===== src/rtl/err_mgmt_pkg.sv =====
package err_mgmt_pkg;
  localparam logic [11:0] OFS_DETECT = 12'h308;
  localparam logic [11:0] OFS_ENABLE = 12'h30C;
  localparam logic [11:0] OFS_CAPADR = 12'h314;
  localparam logic [11:0] OFS_CAPIDS = 12'h318;

  typedef enum logic [2:0] {
    SEL_NONE, SEL_DETECT, SEL_ENABLE, SEL_CAPADR, SEL_CAPIDS
  } reg_sel_e;
endpackage


===== src/rtl/err_mgmt_status.sv =====
module err_mgmt_status #(
  parameter int NUM_ERR = 8
) (
  input  logic               clk,
  input  logic               rst,
  input  logic [NUM_ERR-1:0] err_pulse,
  input  logic               det_wr,
  input  logic               en_wr,
  input  logic [NUM_ERR-1:0] wdata,
  output logic [NUM_ERR-1:0] det_q,
  output logic [NUM_ERR-1:0] en_q,
  output logic               irq,
  output logic               capture,
  output logic               locked
);
  logic [NUM_ERR-1:0] det_d, en_d;
  logic               lock_d;

  always_comb begin
    det_d   = (det_wr ? (det_q & wdata) : det_q) | err_pulse;
    en_d    = en_wr ? wdata : en_q;
    capture = (|(err_pulse & en_q)) && !locked;
    if (capture)           lock_d = 1'b1;
    else if (det_d == '0)  lock_d = 1'b0;
    else                   lock_d = locked;
  end

  always_ff @(posedge clk) begin
    if (rst) begin
      det_q  <= '0;
      en_q   <= '0;
      locked <= 1'b0;
      irq    <= 1'b0;
    end else begin
      det_q  <= det_d;
      en_q   <= en_d;
      locked <= lock_d;
      irq    <= |(det_d & en_d);
    end
  end

  p_sticky_r1: assert property (@(posedge clk) disable iff (rst)
    !$past(det_wr) |-> ((det_q & $past(det_q)) == $past(det_q)));
  p_err_wins_r2: assert property (@(posedge clk) disable iff (rst)
    ((det_q & $past(err_pulse)) == $past(err_pulse)));
  p_irq_level_r4: assert property (@(posedge clk) disable iff (rst)
    irq == (|(det_q & en_q)));
  p_unlock_r7: assert property (@(posedge clk) disable iff (rst)
    (det_q == '0) |-> !locked);
  p_reset_r10: assert property (@(posedge clk)
    $past(rst) |-> (det_q == '0 && en_q == '0 && !locked && !irq));
endmodule


===== src/rtl/err_mgmt_capture.sv =====
module err_mgmt_capture #(
  parameter int CAP_AW = 32,
  parameter int ID_W   = 16
) (
  input  logic              clk,
  input  logic              rst,
  input  logic              capture,
  input  logic              locked,
  input  logic [CAP_AW-1:0] pkt_addr,
  input  logic [ID_W-1:0]   pkt_src_id,
  input  logic [ID_W-1:0]   pkt_dst_id,
  output logic [CAP_AW-1:0] cap_addr,
  output logic [2*ID_W-1:0] cap_ids
);
  always_ff @(posedge clk) begin
    if (rst) begin
      cap_addr <= '0;
      cap_ids  <= '0;
    end else if (capture) begin
      cap_addr <= pkt_addr;
      cap_ids  <= {pkt_dst_id, pkt_src_id};
    end
  end

  p_load_r5: assert property (@(posedge clk) disable iff (rst)
    $past(capture) |-> (cap_addr == $past(pkt_addr) &&
                        cap_ids == {$past(pkt_dst_id), $past(pkt_src_id)}));
  p_hold_r6: assert property (@(posedge clk) disable iff (rst)
    $past(locked) |-> ($stable(cap_addr) && $stable(cap_ids)));
endmodule


===== src/rtl/err_capture_unit.sv =====
module err_capture_unit
  import err_mgmt_pkg::*;
#(
  parameter int NUM_ERR = 8,
  parameter int CAP_AW  = 32,
  parameter int ID_W    = 16,
  parameter int BUS_AW  = 12,
  parameter int BUS_DW  = 32
) (
  input  logic               clk,
  input  logic               rst,
  input  logic [NUM_ERR-1:0] err_pulse,
  input  logic [CAP_AW-1:0]  pkt_addr,
  input  logic [ID_W-1:0]    pkt_src_id,
  input  logic [ID_W-1:0]    pkt_dst_id,
  input  logic               bus_wr,
  input  logic               bus_rd,
  input  logic [BUS_AW-1:0]  bus_addr,
  input  logic [BUS_DW-1:0]  bus_wdata,
  output logic [BUS_DW-1:0]  bus_rdata,
  output logic               irq
);
  localparam int IDS_W = 2 * ID_W;

  reg_sel_e           sel;
  logic [NUM_ERR-1:0] det_q, en_q;
  logic               capture, locked;
  logic [CAP_AW-1:0]  cap_addr;
  logic [IDS_W-1:0]   cap_ids;
  logic [BUS_DW-1:0]  rd_d;
  logic               unused_wdata;

  assign unused_wdata = ^bus_wdata[BUS_DW-1:NUM_ERR];

  always_comb begin
    if      (bus_addr == BUS_AW'(OFS_DETECT)) sel = SEL_DETECT;
    else if (bus_addr == BUS_AW'(OFS_ENABLE)) sel = SEL_ENABLE;
    else if (bus_addr == BUS_AW'(OFS_CAPADR)) sel = SEL_CAPADR;
    else if (bus_addr == BUS_AW'(OFS_CAPIDS)) sel = SEL_CAPIDS;
    else                                      sel = SEL_NONE;
  end

  err_mgmt_status #(.NUM_ERR(NUM_ERR)) u_status (
    .clk       (clk),
    .rst       (rst),
    .err_pulse (err_pulse),
    .det_wr    (bus_wr && sel == SEL_DETECT),
    .en_wr     (bus_wr && sel == SEL_ENABLE),
    .wdata     (bus_wdata[NUM_ERR-1:0]),
    .det_q     (det_q),
    .en_q      (en_q),
    .irq       (irq),
    .capture   (capture),
    .locked    (locked)
  );

  err_mgmt_capture #(.CAP_AW(CAP_AW), .ID_W(ID_W)) u_capture (
    .clk        (clk),
    .rst        (rst),
    .capture    (capture),
    .locked     (locked),
    .pkt_addr   (pkt_addr),
    .pkt_src_id (pkt_src_id),
    .pkt_dst_id (pkt_dst_id),
    .cap_addr   (cap_addr),
    .cap_ids    (cap_ids)
  );

  always_comb begin
    unique case (sel)
      SEL_DETECT: rd_d = BUS_DW'(det_q);
      SEL_ENABLE: rd_d = BUS_DW'(en_q);
      SEL_CAPADR: rd_d = BUS_DW'(cap_addr);
      SEL_CAPIDS: rd_d = BUS_DW'(cap_ids);
      default:    rd_d = '0;
    endcase
  end

  always_ff @(posedge clk) begin
    if (rst)         bus_rdata <= '0;
    else if (bus_rd) bus_rdata <= rd_d;
  end

  p_unmapped_zero_r9: assert property (@(posedge clk) disable iff (rst)
    ($past(bus_rd) && $past(sel) == SEL_NONE) |-> bus_rdata == '0);
  p_rdata_hold_r11: assert property (@(posedge clk) disable iff (rst)
    !$past(bus_rd) |-> $stable(bus_rdata));
endmodule


===== config.mk =====
export PLATFORM = sky130hd
export DESIGN_NAME = err_capture_unit
export DESIGN_NICKNAME = d
export VERILOG_FILES = /design/src/rtl/err_mgmt_pkg.sv /design/src/rtl/err_mgmt_status.sv /design/src/rtl/err_mgmt_capture.sv /design/src/rtl/err_capture_unit.sv
export SDC_FILE = /design/constraint.sdc
export NUM_CORES = 1
export LEC_CHECK = 0
export BUFFER_PORTS_ARGS = -buffer_cell sky130_fd_sc_hd__buf_2
export CORE_MARGIN = 4
export CORE_UTILIZATION = 56
export CTS_BUF_LIST = sky130_fd_sc_hd__clkbuf_4 sky130_fd_sc_hd__clkbuf_8
export DETAILED_ROUTE_END_ITERATION = 12
export GPL_ROUTABILITY_DRIVEN = 0
export PLACE_DENSITY = 0.89
export SKIP_LAST_GASP = 1
export SLEW_MARGIN = 20
export SYNTH_ARGS = -nofsm -noshare
export SYNTH_HDL_FRONTEND = slang
export SYNTH_SLANG_ARGS = --single-unit

===== constraint.sdc =====
create_clock -name clk -period 3.2 [get_ports clk]
set_clock_uncertainty 0.05 [all_clocks]
set_input_delay 0.64 -clock clk [delete_from_list [all_inputs] [get_ports clk]]
set_output_delay 0.64 -clock clk [all_outputs]
set_load 0.005 [all_outputs]

==> summary.md <==
| Metric | Value |
|---|---|
| Post-synth EDFFs | `0` |
| DRT iter0 DRCs | `380` |
| CP Max Fanout | `8` |
| Pins Over Slew Limit | `0` |
| Largest cells by area after synthesis | `dfxtp_1 51%, nand2_1 12%, a21oi_1 7.3%, a2bb2oi_1 4.9%, a22oi_1 4.7%` |
| Synthesized area | `around 0.0045 sq mm` |
| Crit-path max cell delay | `between 0.5 and 0.6 ns` |
| CP startpoint kind | `primary input` |
| Clk_lat worst skew | `0.41 ns` |
| Number of max-cap violations | `0` |
| Non-filler cells, final | `760` |
| Share of cells above drive strength 1 | `about 28%` |
| Placed cell areas | `0.00519 sq mm` |
| Unrepaired setup endpoints after global routing | `false` |
| Sinks on the clock net | `114` |
| WL per Instance | `15.9 um` |
| M1 GR Usage | `31.8%` |
| # nets final | `~770` |
| CTS Buf Count | `17` |
| Pin count of the biggest net entering global routing | `70` |
| CP required | `3.43 ns` |
| Sequential standard cell area | `0.00228 sq mm` |
| Initial antenna violation count | `0` |
| Tightest Pin Transition | `0.695 ns` |
| Final Routed Wirelength | `approximately 12000 um` |
| Placed cells | `around 730` |
| Tcrit/Tclk final | `68.9%` |
| Sequential share of the synthesized area | `51.2%` |
| Busiest grt layer | `met2` |
| YS warnings | `0` |
| Yosys top cell by area | `dfxtp_1` |
| Die W | `97.2 um` |
| H-Tree Depth | `4` |
| Post-synth top cells | `144 x nand2_1, 114 x dfxtp_1, 65 x a21oi_1, 44 x nor2_1, 33 x clkbuf_1` |
| Met2 usage | `between 40% and 50%` |
| Critical path type | `primary input to flop` |
| Clock-pin transition on the worst setup and hold timing paths | `approximately 0.07 ns` |
| Met3 usage in global routing | `under 10%` |
| Core ar. | `a little under 0.008 sq mm` |
| Async SR Flop Fraction | `0%` |
| Setup bufs post-CTS | `0` |
| Vias | `4367` |
| Row count | `32` |
| Final hold vios | `0` |
| Vias in the first global route | `4202` |
| PD cells | `528 mW/mm^2` |
| Yosys cell types | `34` |
| Layout area overhead | `25.9%` |
| Area share of the largest cell type after synthesis | `51.2%` |
| Slew HR | `53.7%` |
| FMAX | `approximately 450 MHz` |
| Post-route DRC | `0` |
| CP arrival | `2.43 ns` |
| Congestion Overflow GR | `0` |
| #FFs+latches synth | `114` |
| Die Height | `97.2 um` |
| CTS root buffer | `clkbuf_8` |
| Slowest CP cell | `and4_1` |
| Setup tns final | `0 ns` |
| Drt first pass iters | `5` |
| Number of vias per cell | `approximately 5.7` |
| Syn nets | `647` |
| CTS tree | `built` |
| Bufs on Longest Clock Path | `2` |
| CP cell instances | `buf_2, nor4_2, and4_1, mux2i_1, o22ai_1, nor4_1, nor2_1` |
| Most frequent cell after synthesis | `nand2_1` |
| CTS resizes | `0` |
| Top FF cell, synth | `dfxtp_1` |
| Peak VDD IR | `0.000319 V` |
| CP endpoint kind | `flop` |
| Multi-input logic area | `0.00204 sq mm` |
| # fillers | `around 600` |
| Leak | `between 2 and 2.5 nW` |
| Hold buffer count at cts | `0` |
| First-pass GRT wire length | `roughly 20000 um` |
| Port bufs | `128` |
| Antenna Cells | `0` |
| Synthesized instance count | `527` |
| Fin area | `0.00562 sq mm` |
| Ports | `approximately 150` |
| Final Setup Violations | `0` |
| Post-DP HPWL | `8090 um` |
| Starting Density | `~58%` |
| Mean Syn Cell Area | `between 8 and 9 sq um` |
| Period minus WS final | `approximately 2.2 ns` |
| Number of routed nets with antenna violations | `0` |
| Status | `complete, no violations` |
| Hold WC Path Type | `flop to flop` |
| Die area | `0.00945 sq mm` |
| Total GRT Usage | `between 20 and 30%` |
-- final timing paths --
| check | to | start | slack, ns | depth (start not counted) |
|---|---|---|---|---|
| worst max register to register | u_capture.cap_addr[19] | u_status.en_q[3] | 1.20 | 5 |
| worst min-delay path | u_capture.cap_addr[9] | u_capture.cap_addr[9] | 0.41 | 2 |
| worst max-delay path | u_status.irq | bus_addr[1] | 1.0 | 7 |
| worst min register to register | u_capture.cap_addr[9] | u_capture.cap_addr[9] | 0.41 | 2 |
-- critical path: cells and delay by family --
family | cells | cell delay, ns
buffers and inverters | 1 | 0.10
AND/OR/NAND/NOR | 4 | 1.26
multiplexers | 1 | 0.31
AO/OA/AOI/OAI | 1 | 0.11
-- power by group --
part / internal [mW] / switching [mW]
sequential: 1.43 / 0.00616
clock: 0.845 / 0.561
combinational: 0.0555 / 0.0696
total: 2.33 / 0.636
-- sequential cells by signal, indices dropped and copies added (netlist names) --
name / count
u_status.det_q: 8
u_status.locked: 1
u_status.en_q: 8
u_status.irq: 1
u_capture.cap_ids: 32
bus_rdata: 32
u_capture.cap_addr: 32
-- final cells by class --
cell class                 count  area share, %
clock buffer                  22           5.17
clock inverter                 9           2.32
inverter                       2          0.134
multi-input combinational    372           36.3
sequential                   114           40.6
tap                          102           2.27
timing repair buffer         139           13.1
-- per-stage QoR --
| stage | setup slack, ns | total power [mW] | hold slack [ns] | util [%] |
|---|---|---|---|---|
| after floorplan | 0.870 | 1.51 | 0.386 | - |
| after global placement | 0.594 | 1.58 | 0.392 | 67.2 |
| after detailed placement | 0.591 | 1.59 | 0.397 | 67.2 |
| after CTS | 1.03 | 2.97 | 0.386 | 72.7 |
| after global routing | 0.916 | 3.05 | 0.399 | 72.7 |
| final | 0.996 | 2.96 | 0.405 | 72.7 |
-- metal layers --
layer,share of wire (%),vias to the layer above
met2,49,198
li1,-,2094
met3,7.7,14
met4,1.2,0
met5,0,-
met1,42,2061
-- cell families after synthesis --
group	count (synthesis)	synth area share, %
and+or+nand+nor	214	20.0
DFF	114	51.2
AOI/OAI and AO/OA	148	22.8
muxes	9	2.02
xor gates and xnor gates	1	0.196
buffers and inverters	41	3.76
-- layout by cell type (no fill, tap or decap), types with 9 or more instances in the layout --
cell type	n
nand2_1	144
buf_2	127
dfxtp_1	114
a21oi_1	65
nor2_1	44
a22oi_1	28
a2bb2oi_1	25
clkbuf_8	20
buf_4	11
mux2i_1	9
No activity file was read; power rests on OpenSTA's default activity.
